File: src/rtl/resv_pkg.sv
package resv_pkg;
  typedef enum logic {
    SZ_WORD4 = 1'b0,
    SZ_WORD8 = 1'b1
  } acc_size_e;

  localparam int unsigned BLOCK_LG_DEFAULT = 4;
endpackage

File: src/rtl/resv_align_chk.sv
module resv_align_chk #(
  parameter int unsigned ADDR_W = 32
) (
  input  logic [ADDR_W-1:0] addr,
  input  logic              size,
  output logic              aligned
);
  import resv_pkg::*;

  always_comb begin
    if (acc_size_e'(size) == SZ_WORD8) aligned = (addr[2:0] == 3'b000);
    else                               aligned = (addr[1:0] == 2'b00);
  end

  logic unused_hi;
  assign unused_hi = ^addr[ADDR_W-1:3];
endmodule

File: src/rtl/resv_blk_hit.sv
module resv_blk_hit #(
  parameter int unsigned ADDR_W = 32,
  parameter int unsigned BLK_LG = 4,
  localparam int unsigned TAG_W = ADDR_W - BLK_LG
) (
  input  logic [TAG_W-1:0]  tag,
  input  logic              tag_vld,
  input  logic [ADDR_W-1:0] addr,
  output logic              hit
);
  assign hit = tag_vld && (addr[ADDR_W-1:BLK_LG] == tag);

  logic unused_lo;
  assign unused_lo = ^addr[BLK_LG-1:0];
endmodule

File: src/rtl/resv_state.sv
module resv_state #(
  parameter int unsigned TAG_W = 28
) (
  input  logic             clk,
  input  logic             rst_n,
  input  logic             set,
  input  logic [TAG_W-1:0] set_tag,
  input  logic             clr,
  output logic             vld,
  output logic [TAG_W-1:0] tag
);
  always_ff @(posedge clk or negedge rst_n) begin
    if (!rst_n) begin
      vld <= 1'b0;
      tag <= '0;
    end else if (set) begin
      vld <= 1'b1;
      tag <= set_tag;
    end else if (clr) begin
      vld <= 1'b0;
    end
  end
endmodule

File: src/rtl/resv_monitor.sv
module resv_monitor #(
  parameter int unsigned ADDR_W = 32,
  parameter int unsigned DATA_W = 64,
  parameter int unsigned BLK_LG = resv_pkg::BLOCK_LG_DEFAULT
) (
  input  logic              clk,
  input  logic              rst_n,
  input  logic              ll_req,
  input  logic [ADDR_W-1:0] ll_addr,
  input  logic              ll_size,
  input  logic              sc_valid,
  output logic              sc_ready,
  input  logic [ADDR_W-1:0] sc_addr,
  input  logic              sc_size,
  input  logic [DATA_W-1:0] sc_data,
  input  logic              st_wr,
  input  logic [ADDR_W-1:0] st_addr,
  input  logic              snoop_wr,
  input  logic [ADDR_W-1:0] snoop_addr,
  input  logic              exc_evt,
  input  logic              irq_evt,
  input  logic              br_taken,
  output logic              rsp_valid,
  input  logic              rsp_ready,
  output logic              rsp_ok,
  output logic [ADDR_W-1:0] rsp_addr,
  output logic              rsp_size,
  output logic [DATA_W-1:0] rsp_data
);
  localparam int unsigned TAG_W   = ADDR_W - BLK_LG;
  localparam int unsigned N_PROBE = 3;  // 0 snoop, 1 local store, 2 store-conditional
  localparam int unsigned N_NEW   = 2;  // writers checked against a new load-locked block

  logic             resv_vld;
  logic [TAG_W-1:0] resv_tag;
  logic [TAG_W-1:0] ll_tag;

  logic [ADDR_W-1:0] probe_addr [N_PROBE];
  logic [N_PROBE-1:0] cur_hit;
  logic [N_NEW-1:0]   new_hit;
  logic [1:0]         align_ok;   // 0 load-locked, 1 store-conditional
  logic [ADDR_W-1:0]  align_addr [2];
  logic [1:0]         align_size;

  assign probe_addr[0] = snoop_addr;
  assign probe_addr[1] = st_addr;
  assign probe_addr[2] = sc_addr;
  assign ll_tag        = ll_addr[ADDR_W-1:BLK_LG];

  genvar gi;
  generate
    for (gi = 0; gi < N_PROBE; gi++) begin : g_cur
      resv_blk_hit #(.ADDR_W(ADDR_W), .BLK_LG(BLK_LG)) u_hit (
        .tag(resv_tag), .tag_vld(resv_vld), .addr(probe_addr[gi]), .hit(cur_hit[gi])
      );
    end
    for (gi = 0; gi < N_NEW; gi++) begin : g_new
      resv_blk_hit #(.ADDR_W(ADDR_W), .BLK_LG(BLK_LG)) u_hit (
        .tag(ll_tag), .tag_vld(1'b1), .addr(probe_addr[gi]), .hit(new_hit[gi])
      );
    end
  endgenerate

  assign align_addr[0] = ll_addr;
  assign align_addr[1] = sc_addr;
  assign align_size    = {sc_size, ll_size};

  generate
    for (gi = 0; gi < 2; gi++) begin : g_align
      resv_align_chk #(.ADDR_W(ADDR_W)) u_align (
        .addr(align_addr[gi]), .size(align_size[gi]), .aligned(align_ok[gi])
      );
    end
  endgenerate

  logic evt_kill, cancel_cur, sc_fire, sc_pass, ll_ok, st_clr;

  always_comb begin
    evt_kill   = exc_evt | irq_evt | br_taken;
    cancel_cur = evt_kill | (snoop_wr & cur_hit[0]) | (st_wr & cur_hit[1]);
    sc_ready   = !rsp_valid || rsp_ready;
    sc_fire    = sc_valid && sc_ready;
    sc_pass    = cur_hit[2] && align_ok[1] && !cancel_cur;
    ll_ok      = ll_req && align_ok[0] && !evt_kill &&
                 !(snoop_wr && new_hit[0]) && !(st_wr && new_hit[1]);
    st_clr     = cancel_cur || sc_fire || ll_req;
  end

  resv_state #(.TAG_W(TAG_W)) u_state (
    .clk(clk), .rst_n(rst_n), .set(ll_ok), .set_tag(ll_tag),
    .clr(st_clr), .vld(resv_vld), .tag(resv_tag)
  );

  always_ff @(posedge clk or negedge rst_n) begin
    if (!rst_n) begin
      rsp_valid <= 1'b0;
      rsp_ok    <= 1'b0;
      rsp_addr  <= '0;
      rsp_size  <= 1'b0;
      rsp_data  <= '0;
    end else if (sc_fire) begin
      rsp_valid <= 1'b1;
      rsp_ok    <= sc_pass;
      rsp_addr  <= sc_addr;
      rsp_size  <= sc_size;
      rsp_data  <= sc_data;
    end else if (rsp_ready) begin
      rsp_valid <= 1'b0;
    end
  end
endmodule

File: config.mk
export PLATFORM = sky130hd
export DESIGN_NAME = resv_monitor
export DESIGN_NICKNAME = d
export VERILOG_FILES = /design/src/rtl/resv_pkg.sv /design/src/rtl/resv_align_chk.sv /design/src/rtl/resv_blk_hit.sv /design/src/rtl/resv_state.sv /design/src/rtl/resv_monitor.sv
export SDC_FILE = /design/constraint.sdc
export NUM_CORES = 1
export LEC_CHECK = 0
export ABC_AREA = 1
export CAP_MARGIN = 20
export CORE_AREA = 4 4 116 118
export DETAILED_ROUTE_END_ITERATION = 8
export DIE_AREA = 0 0 120 122
export DONT_BUFFER_PORTS = 1
export HOLD_SLACK_MARGIN = 0.02
export MAX_ROUTING_LAYER = met4
export PLACE_DENSITY_LB_ADDON = 0.25
export RECOVER_POWER = 25
export SYNTH_ARGS = -nofsm -noshare
export SYNTH_HDL_FRONTEND = slang
export SYNTH_SLANG_ARGS = --single-unit
File: constraint.sdc
create_clock -name clk -period 2.24 [get_ports clk]
set_clock_uncertainty 0.05 [all_clocks]
set_input_delay 0.112 -clock clk [delete_from_list [all_inputs] [get_ports clk]]
set_output_delay 0.112 -clock clk [all_outputs]
set_load 0.005 [all_outputs]
==> results.md, run 1 <==
* Worst Setup End Kind: flip-flop
* Via count at 7371
* Crit Path Max Fanout at 4
* Final Critical Period at a little over 2 ns
* Number of port buffers at 0
* Actual slew at the worst max-slew pin at ~0.55 ns
* Final hold vios at ~130
* Half-perimeter wire length of the detailed placement result at between 15 and 20 mm
* Maximum clock frequency at 483 MHz
* Yosys synthesis warning count at 0
* Net switching power of the design at ~0.0022 W
* Number of sinks on the clock net at roughly 130
* Share of power burned in combinational logic at 0.168
* Final number of setup-violating endpoints at 0
* Fraction of power spent switching nets at 0.292
* Remaining Overflow, GRT at 0
* Residual DRC count at 0
* Worst EP required at roughly 2.5 ns
* Post-Route Hold Slack at -0.660 ns
* Global-route wire length before repair at 38.2 mm
* Post-Syn Nets at 1248
* I/O pin total at about 300
* Final core area utilization at 0.755
* Placer's final routability congestion estimate at roughly 0.93
* Crit path buf inv count at 1
* Violated checks: hold timing
* Wire length per cell at about 18 µm
* Later-pin clock latency in the skew report at ~0.41 ns
* Root cell of the clock tree: clkbuf_16
* Crit start category: flip-flop
* Via-to-Cell Ratio at between 5 and 6
* Cell mode on critical path: nand2_1
* Count of cell instances traversed by the critical path at 11
* Register-to-Register Path Depth at 11
* Overall die area at 14600 µm²
* Largest incremental delay on the critical path at 0.55 ns
* Largest net degree at the start of global routing at 129
* Most common cell after layout, fill and taps aside: nand2_1
* Global-route total usage across every layer at 0.350
* Hold Buf Count CTS at 131
* Proportion of layout cells with a drive suffix above 1 at 0.0879
* Fin crit share at 0.923
* Flop pwr share at 0.409
* Clock transition at path regs at 0.06 ns
* Setup repair after global routing missed its margin: no
* CTS Buf Count at 17
* Worst Slack Setup Final at 0.172 ns
* Terminus of the critical flop-to-flop path: u_state.vld
* Part of the Yosys area used for sequential elements at 0.447
* Source of the worst register-to-register timing path: u_state.tag[8]
* Internal cell power at between 0.005 and 0.006 W
* Max-cap check violation count at 0
* Critical path origin: u_state.tag[8]
* Aggregate routed wire length at roughly 25 mm
* Slack of the worst reg-to-reg path at around 0.17 ns
* Post-synthesis cell type count at 30
* Kind of cell adding the most delay to the critical path: simple AND/OR/NAND/NOR gates
* Layout area overhead at 31.2%
* Post-synth design cell area at a little over 7000 µm²
* Die outline width at 120 µm
* Iteration count of the initial detailed-routing pass at 6
* Net count reported at finish at approximately 1400
* Total Negative Setup Slacks at 0 ns
* Data arrival time of the critical path at between 2 and 2.5 ns
* Pre-CTS setup slack at roughly 0.57 ns
* Number of max-slew violations in the final report at 0
* Gate Count Post-Synth at 1044
* Top library cells by usage in the layout, fill and taps aside: nand2_1, dlygate4sd3_1, dfrtp_1, inv_1, nor2_1
* Antenna-violating nets left at 0
* Worst hold-check path type: in2async
* Slew margin rel. at 0.631
* Std-Cell Core Area at about 12000 µm²
* Antenna violations before repair at 2
* Site row count at 41
* CTS tree: done
* Worst setup path endpoint: u_state.vld
* Maximum buffer depth of the clock tree at 2
* Post-synthesis sequential element count at 128
* Run status: finished, violations left
* Clock network power share at 0.423
* Peak supply drop at between 0.4 and 0.5 mV
* Mean area per synthesized cell at 6.87 µm²
* Worst-path cell with the longest stage delay: dlygate4sd3_1
* Via count of the first global-routing pass at 7298
* Cells along the critical path: xnor2_1, nand2_1, nor2_1, nand2_1, nor2_1, nand2_1, nand2_2, nand2_1, nand3_1, dlygate4sd3_1, nand2_1
* Starting DRT DRC Count at around 680
* Type of the setup path with the least slack: reg2reg
* Power density relative to cell area at between 700 and 800 nW/µm²
* Total number of H-tree levels at 4
* Starting Density at 0.575
* Leak pwr at 4.97 nW
* Die height at 122 µm
state kept, by name, indices dropped and copies added, names as in the netlist:
signal	count
rsp_data	64
rsp_addr	32
u_state.tag	28
rsp_ok	1
rsp_size	1
rsp_valid	1
u_state.vld	1
worst reg2reg max path: cells and delay by family, from the launching register on:
family	cells	cell delay (ns)
flops	1	0.47
buf+inv	1	0.55
simple gates	9	0.72
xor+xnor	1	0.17
power groups by stage:
stage / clock (W) / combinational, W / sequential (W)
after CTS: 0.00315 / 0.00114 / 0.00299
after global placement: 0 / 0.000907 / 0.00302
after detailed placement: 0 / 0.000934 / 0.00303
final: 0.00313 / 0.00124 / 0.00303
after floorplan: 0 / 0.000765 / 0.00290
after global routing: 0.00329 / 0.00140 / 0.00306
repair_timing:
| item | in CTS | in global routing |
|---|---|---|
| gates resized for setup | 0 | 21 |
| hold endpoints to repair | 256 | 128 |
| buffers inserted | 0 | 10 |
| setup endpoints to repair | 0 | 1 |
cells by family (layout without fill, tap and decap cells):
group	Yosys count	count (layout)	share of synthesized area
compound gates	57	57	0.0434
xor+xnor	47	47	0.0574
buf+inv	150	301	0.0856
flops	128	128	0.447
other cells	0	2	0
simple gates	662	662	0.367
per-layer routing:
layer	vias to the layer above	part of all wire	global-route usage
li1	3440	-	-
met5	-	0	-
met1	3400	0.36	0.384
met2	422	0.49	0.582
met4	0	0.044	0.161
met3	109	0.10	0.114
stage by stage:
stage                     hold WS [ns]  power (W)  cells  cell area (µm²)
after floorplan                 -0.234    0.00367   1044             7170
after global placement          -0.231    0.00393   1194             7310
after detailed placement        -0.231    0.00396   1194             7310
after CTS                       -0.675    0.00727   1357             9280
after global routing            -0.682    0.00775   1369             9410
final                           -0.660    0.00741   1369             9410
cell type report:
| cell class | instances | area [µm²] |
|---|---|---|
| fill | 901 | 3060 |
| multi-input combinational | 766 | 3400 |
| inverter | 121 | 455 |
| antenna | 2 | 5.00 |
| timing repair buffer | 148 | 1450 |
| tap | 172 | 215 |
| clock inverter | 14 | 228 |
| sequential | 128 | 3220 |
| clock buffer | 18 | 439 |
synth_stat cells, drive strengths merged:
cell type,count,share of area
nand3,42,0.031
xor2,20,0.024
buf,8,0.011
clkbuf,21,0.011
nor2,62,0.034
xnor2,27,0.033
o22ai,8,0.0070
o211ai,3,0.0031
nor3,6,0.0056
a21oi,6,0.0042
a21boi,1,0.0010
inv,121,0.063
o21ai,38,0.027
or3,1,0.00087
or2,1,0.00087
nand2,541,0.29
nand4,9,0.0078
a211oi,1,0.0010
dfrtp,128,0.45
how the worst min path moves through the flow:
stage	end	slack, ns	cells past startpoint
global placement	rsp_data[7]	-0.23	0
CTS	rsp_data[31]	-0.68	0
finish	rsp_data[7]	-0.66	0
global route	rsp_data[7]	-0.68	0
floorplan	rsp_addr[0]	-0.23	0
detailed placement	rsp_data[31]	-0.23	0
Power figures use the tool's default switching activity.
==> run 2: changes to the inputs <==
- MAX_ROUTING_LAYER: met4 -> not set
==> run 2 against run 1 <==
Against the previous run: the flow still finishes with violations (hold timing); total power decreased by 7.4%; register-to-register slack about the same; combinational power is 3% lower; largest cell class unchanged; sequential cell count stayed put; via count shrank 0.19%; fmax shrank 1.7%; worst hold slack better by 0.0010 ns; first-iteration DRC count rose by 3.0%; critical path depth is 2 lower; sequential power hardly changed; setup slack got worse by 0.036 ns.
==> results.md, run 2 (synthesis gave the netlist of run 1 again) <==
* Crit start category: input pin
* Global-route wire length before repair at approximately 38 mm
* Cells along the critical path: dlygate4sd3_1, or3_1, dlygate4sd3_1, inv_2, nand3_2, nor2_4, buf_4, nand3_1, nand2_1
* Antenna-violating nets left at 0
* Largest incremental delay on the critical path at around 0.57 ns
* Largest registers in the final layout: rsp_data: 64 flops, rsp_addr: 32 flops, u_state.tag: 28 flops
* Kind of cell adding the most delay to the critical path: buffers and inverters
* Maximum buffer depth of the clock tree at 2
* Die outline width at roughly 120 µm
* Leak pwr at roughly 5 nW
* Clock network power share at 0.385
* Internal cell power at around 0.0048 W
* Aggregate routed wire length at approximately 25 mm
* Top library cells by usage in the layout, fill and taps aside: nand2_1, dlygate4sd3_1, dfrtp_1, inv_1, nor2_1
* Net switching power of the design at roughly 0.0021 W
* Total number of H-tree levels at 4
* Residual DRC count at 0
* Site row count at ~40
* Violated checks: hold timing
* Overall die area at about 15000 µm²
* Starting Density at 0.575
* Worst hold-check path type: in2async
* Count of cell instances traversed by the critical path at 9
* Power density relative to cell area at around 740 nW/µm²
* Remaining Overflow, GRT at 0
* Run status: finished, violations left
* Data arrival time of the critical path at ~2.4 ns
* Number of placed cells counting well taps at approximately 1200
* Fraction of power spent switching nets at 0.304
* Maximum clock frequency at 475 MHz
* Std-Cell Core Area at roughly 12000 µm²
* Clock transition at path regs at about 0.060 ns
* Most common cell after layout, fill and taps aside: nand2_1
* Total Negative Setup Slacks at 0 ns
* Cell mode on critical path: dlygate4sd3_1
* Global-route total usage across every layer at 0.341
* I/O pin total at just over 300
* Later-pin clock latency in the skew report at roughly 0.42 ns
* Antenna violations before repair at 1
* Worst-path cell with the longest stage delay: dlygate4sd3_1
* Number of flip-flops under the largest register name at 64
* Worst Setup End Kind: flip-flop
* Register with the most flip-flops: rsp_data
* Final hold vios at approximately 130
* Setup repair after global routing missed its margin: no
* Via count of the first global-routing pass at approximately 7400
* Final Non-Filler Cells at 1361
* Actual slew at the worst max-slew pin at about 0.38 ns
* Wire length per cell at approximately 18 µm
* Starting DRT DRC Count at ~700
* Share of power burned in combinational logic at 0.175
* Crit Path Max Fanout at 28
* Met1 track utilization from global routing at 0.386
* Layer carrying the most global-route usage: met2
* Fin crit share at 0.939
* Iteration count of the initial detailed-routing pass at 6
* Via count at 7357
* Number of max-slew violations in the final report at 0
* Type of the setup path with the least slack: in2reg
* Post-Route Hold Slack at -0.659 ns
* Crit path buf inv count at 4
* Flop pwr share at 0.440
* Die height at 122 µm
* Largest net degree at the start of global routing at 129
* Final Critical Period at 2.10 ns
* Slew margin rel. at 0.745
* CTS tree: done
* Met2 global-route usage at 0.567
* Proportion of layout cells with a drive suffix above 1 at 0.0682
* CTS Buf Count at 17
* Final number of setup-violating endpoints at 0
* Peak supply drop at 0.461 mV
* Number of sinks on the clock net at between 100 and 150
* Max-cap check violation count at 0
* Placer's final routability congestion estimate at 0.933
* Hold Buf Count CTS at roughly 130
* Layout area overhead at 28.8%
* Via-to-Cell Ratio at 5.41
* Worst EP required at ~2.5 ns
* Half-perimeter wire length of the detailed placement result at 16.0 mm
* Overall power consumption at 0.00685 W
* Root cell of the clock tree: clkbuf_16
* Number of port buffers at 0
* Net count reported at finish at between 1000 and 1500
* Global-route track usage on met3 at 0.118
* Register-to-Register Path Depth at 12
-- run 2: final cells by class --
class                      instances  area [µm²]
antenna                            1        2.50
clock buffer                      19         453
clock inverter                    12         111
fill                             959        3230
inverter                         121         455
multi-input combinational        766        3380
sequential                       128        3210
tap                              172         215
timing repair buffer             142        1420
-- run 2: power by group through the flow --
stage	sequential (W)	combinational, W	clock (W)
global route	0.00304	0.00136	0.00279
global placement	0.00302	0.000906	0
finish	0.00302	0.00120	0.00264
floorplan	0.00290	0.000765	0
CTS	0.00299	0.00114	0.00266
detailed placement	0.00303	0.000935	0
-- run 2: what timing repair did --
item,4_1_cts,5_1_grt
buffers inserted,0,4
setup endpoints to repair,0,1
gates resized for setup,0,4
hold endpoints to repair,256,128
-- run 2: metrics by stage --
step | instance area, µm² | hold WS [ns] | worst slack, ns | util
finish | 9240 | -0.659 | 0.136 | 0.741
global route | 9240 | -0.680 | 0.0106 | 0.741
CTS | 9190 | -0.674 | 0.147 | 0.738
detailed placement | 7320 | -0.230 | 0.507 | 0.587
global placement | 7320 | -0.231 | 0.524 | 0.587
floorplan | 7170 | -0.234 | 0.807 | -
-- run 2: final timing paths --
kind	start	to	slack (ns)
worst max-delay path	br_taken	u_state.tag[10]	0.14
worst min-delay path	rst_n	rsp_data[7]	-0.66
worst max register to register	u_state.tag[17]	u_state.vld	0.16
worst min register to register	rsp_data[37]	rsp_data[37]	0.45
max in group asynchronous	rst_n	u_state.tag[4]	2.59
min in group clk	sc_addr[0]	rsp_ok	0.05
-- run 2: metal layers --
layer  vias up  routed length [µm]
met5         -                   0
met2       476               12000
met4         0                1260
met3       122                2840
li1       3422                   -
met1      3337                8790
==> run 3: changes to the inputs <==
- ABC_AREA: 1 -> not set
- BUFFER_PORTS_ARGS: not set -> -buffer_cell sky130_fd_sc_hd__buf_4
- CORE_AREA: 4 4 116 118 -> not set
- CORE_MARGIN: not set -> 4
- CORE_UTILIZATION: not set -> 44
- DIE_AREA: 0 0 120 122 -> not set
- DONT_BUFFER_PORTS: 1 -> not set
==> run 3 against run 2 <==
Against the previous run: the run now ends clean; setup slack got worse by 0.074 ns; first-iteration DRC count fell by 52%; global-route usage fell by 6.0 points; clock power rose by 12%; via count fell by 24%; synthesized cell count fell by 55%; wire length fell by 7.7%; worst hold slack improved by 0.70 ns; non-clock buffer count rose by 286; sequential cell count did not move; highest routed layer unchanged; clock-buffer cell count rose by 3.
==> results.md, run 3 <==
* Run status: completed
* Total Negative Setup Slacks at 0 ns
* Starting DRT DRC Count at 337
* Proportion of layout cells with a drive suffix above 1 at 0.500
* Crit Path Max Fanout at 15
* Share of power burned in combinational logic at 0.249
* Total number of H-tree levels at 4
* Setup repair after global routing missed its margin: no
* Source of the worst register-to-register timing path: u_state.tag[7]
* Final Critical Period at between 2 and 2.5 ns
* I/O pin total at around 300
* Fillcell total at approximately 900
* Die height at around 130 µm
* Half-perimeter wire length of the detailed placement result at roughly 16 mm
* Flop pwr share at 0.376
* Most common cell after layout, fill and taps aside: buf_4
* Iteration count of the initial detailed-routing pass at 5
* Number of sinks on the clock net at around 130
* Aggregate routed wire length at ~23 mm
* Part of the Yosys area used for sequential elements at 0.506
* Hold path startpoint: br_taken
* Top area cells in the synthesized netlist: dfrtp_1, mux2_2, xor2_1
* Net count reported at finish at roughly 1100
* Post CTS Setup Buffer Count at 0
* Crit start category: input pin
* Via count of the first global-routing pass at ~6200
* Terminus of the critical flop-to-flop path: u_state.vld
* Power density relative to cell area at between 700 and 800 nW/µm²
* Clock network power share at 0.375
* Later-pin clock latency in the skew report at 0.41 ns
* Actual slew at the worst max-slew pin at about 1 ns
* Worst Setup End Kind: flip-flop
* Internal cell power at between 0.005 and 0.006 W
* Global-route total usage across every layer at 0.280
* Wire length per cell at approximately 21 µm
* Total inserted antenna cells at 0
* Worst hold-check path type: in2reg
* Placer's final routability congestion estimate at between 0.9 and 1
* Largest registers in the final layout: rsp_data: 64 flops, rsp_addr: 32 flops, u_state.tag: 28 flops
* Slack of the worst reg-to-reg path at between 0.3 and 0.4 ns
* Top library cells by usage in the layout, fill and taps aside: buf_4, dlygate4sd3_1, dfrtp_1, mux2_2, xor2_1
* Layout area overhead at 68.9%
* Number of flip-flops under the largest register name at 64
* Register-to-Register Path Depth at 6
* Overall die area at around 16000 µm²
* Endpoint with the worst hold slack: rsp_ok
* Residual DRC count at 0
* Number of port buffers at between 200 and 300
* Final number of setup-violating endpoints at 0
* Share of the synthesized area in the top cell type at 0.506
* Via-to-Cell Ratio at around 5.1
* Type of the setup path with the least slack: in2reg
* Global-route wire length before repair at roughly 35 mm
* Largest area contributor in the netlist: dfrtp_1
* Die outline width at around 130 µm
* Remaining Overflow, GRT at 0
* Most numerous cell types in the synthesized netlist: dfrtp_1, mux2_2, xor2_1
* Most frequent cell after synthesis: dfrtp_1
* Placed instance area at 8790 µm²
* Post-synth design cell area at 6330 µm²
* Mean area per synthesized cell at roughly 14 µm²
* Fraction of power spent switching nets at 0.263
* Yosys synthesis warning count at 0
* CTS tree: done
* Post-route standard cell area excluding fillers at 10700 µm²
* Number of max-slew violations in the final report at 0
* Starting Density at 0.452
* Slew margin rel. at 0.331
* CTS Buf Count at 17
* Leading register cell type out of synthesis: dfrtp_1
* Final hold vios at 0
* Gate Count Post-Synth at between 400 and 500
* Leak pwr at a little under 5 nW
* Register with the most flip-flops: rsp_data
* Site row count at 43
* Root cell of the clock tree: clkbuf_16
* Overall power consumption at about 0.0079 W
* Peak supply drop at around 0.46 mV
* Antenna violations before repair at 0
* Clock transition at path regs at roughly 0.05 ns
* Post-synthesis cell type count at 21
* Post-Syn Nets at approximately 670
* Max-cap check violation count at 0
* Via count at roughly 5600
* Net switching power of the design at about 0.0021 W
* Fin crit share at 0.972
* Antenna-violating nets left at 0
* Post-synthesis sequential element count at roughly 130
* Worst Slack Setup Final at roughly 0.062 ns
* Worst EP required at approximately 2.5 ns
* Largest net degree at the start of global routing at 68
* Number of enable-type register cells in the synthesized netlist at 0
* Pre-CTS setup slack at approximately 0.21 ns
* Data arrival time of the critical path at approximately 2.4 ns
* Number of cells traversed by the worst hold path at 4
* Final core area utilization at 0.764
* Maximum buffer depth of the clock tree at 2
* Async S/R FF share, synth at 1.00
* Std-Cell Core Area at 14000 µm²
* Maximum clock frequency at between 400 and 500 MHz
run 3: changes by cell type in the layout (fill, tap and decap cells not counted), moves of 21 or more:
cell,change
o21ai_0,-32
xor2_1,+55
mux2_2,+116
nor4_1,+21
buf_4,+286
nand3_1,-40
xnor2_1,+39
inv_1,-106
nand2_1,-526
nor2_1,-57
run 3: power groups by stage:
stage / Combinational, W / Sequential [W] / Clock (W)
after global placement: 0.00172 / 0.00298 / 0
after global routing: 0.00211 / 0.00302 / 0.00309
final: 0.00197 / 0.00298 / 0.00296
after CTS: 0.00195 / 0.00297 / 0.00301
after floorplan: 0.000741 / 0.00295 / 0
after detailed placement: 0.00175 / 0.00300 / 0
run 3: layout make-up:
cell class | count | area [µm²] | share of cell area
clock buffer | 22 | 474 | 0.0444
timing repair buffer | 428 | 3570 | 0.334
sequential | 128 | 3200 | 0.300
tap | 180 | 225 | 0.0211
clock inverter | 9 | 156 | 0.0146
multi-input combinational | 327 | 3060 | 0.286
run 3: kinds of logic after synthesis:
kind of cell    Yosys count  share of synthesized area
compound gates            5                    0.00653
xor+xnor                140                      0.194
buf+inv                  13                     0.0121
flops                   128                      0.506
simple gates             57                     0.0536
mux                     125                      0.228
run 3: through the flow:
step	cells	hold slack (ns)
after global routing	1094	0.0695
after floorplan	468	-0.234
after detailed placement	935	-0.00811
after global placement	935	-0.0133
after CTS	1094	0.0253
final	1094	0.0375
run 3: metal layers:
metal,track usage,vias up,routed length (µm)
met5,0,-,0
met4,0.119,0,804
met3,0.0825,58,2060
met2,0.480,287,11600
met1,0.328,2750,8530
li1,-,2525,-
run 3: critical path, cell delays in order:
cell	delay, ns
dlygate4sd3_1	0.54
buf_4	0.16
xor2_1	0.16
nor4_1	0.31
nand4_1	0.21
o211ai_2	0.35
buf_12	0.22
mux2_2	0.34
run 3: worst max path at each step:
stage,from,endpoint,slack [ns],cells past startpoint
finish,ll_addr[10],u_state.tag[17],0.06,8
global route,rst_n,rsp_data[49],0.01,3
CTS,ll_addr[11],u_state.tag[16],0.10,9
detailed placement,snoop_addr[11],u_state.tag[16],0.21,8
global placement,snoop_addr[11],u_state.tag[17],0.27,8
floorplan,rsp_valid,rsp_ok,0.62,6
run 3: timing repair:
item / in CTS / in global routing
hold endpoints to repair: 222 / 0
setup endpoints to repair: 0 / 6
hold buffers: 128 / 0
resized for setup: 0 / 1
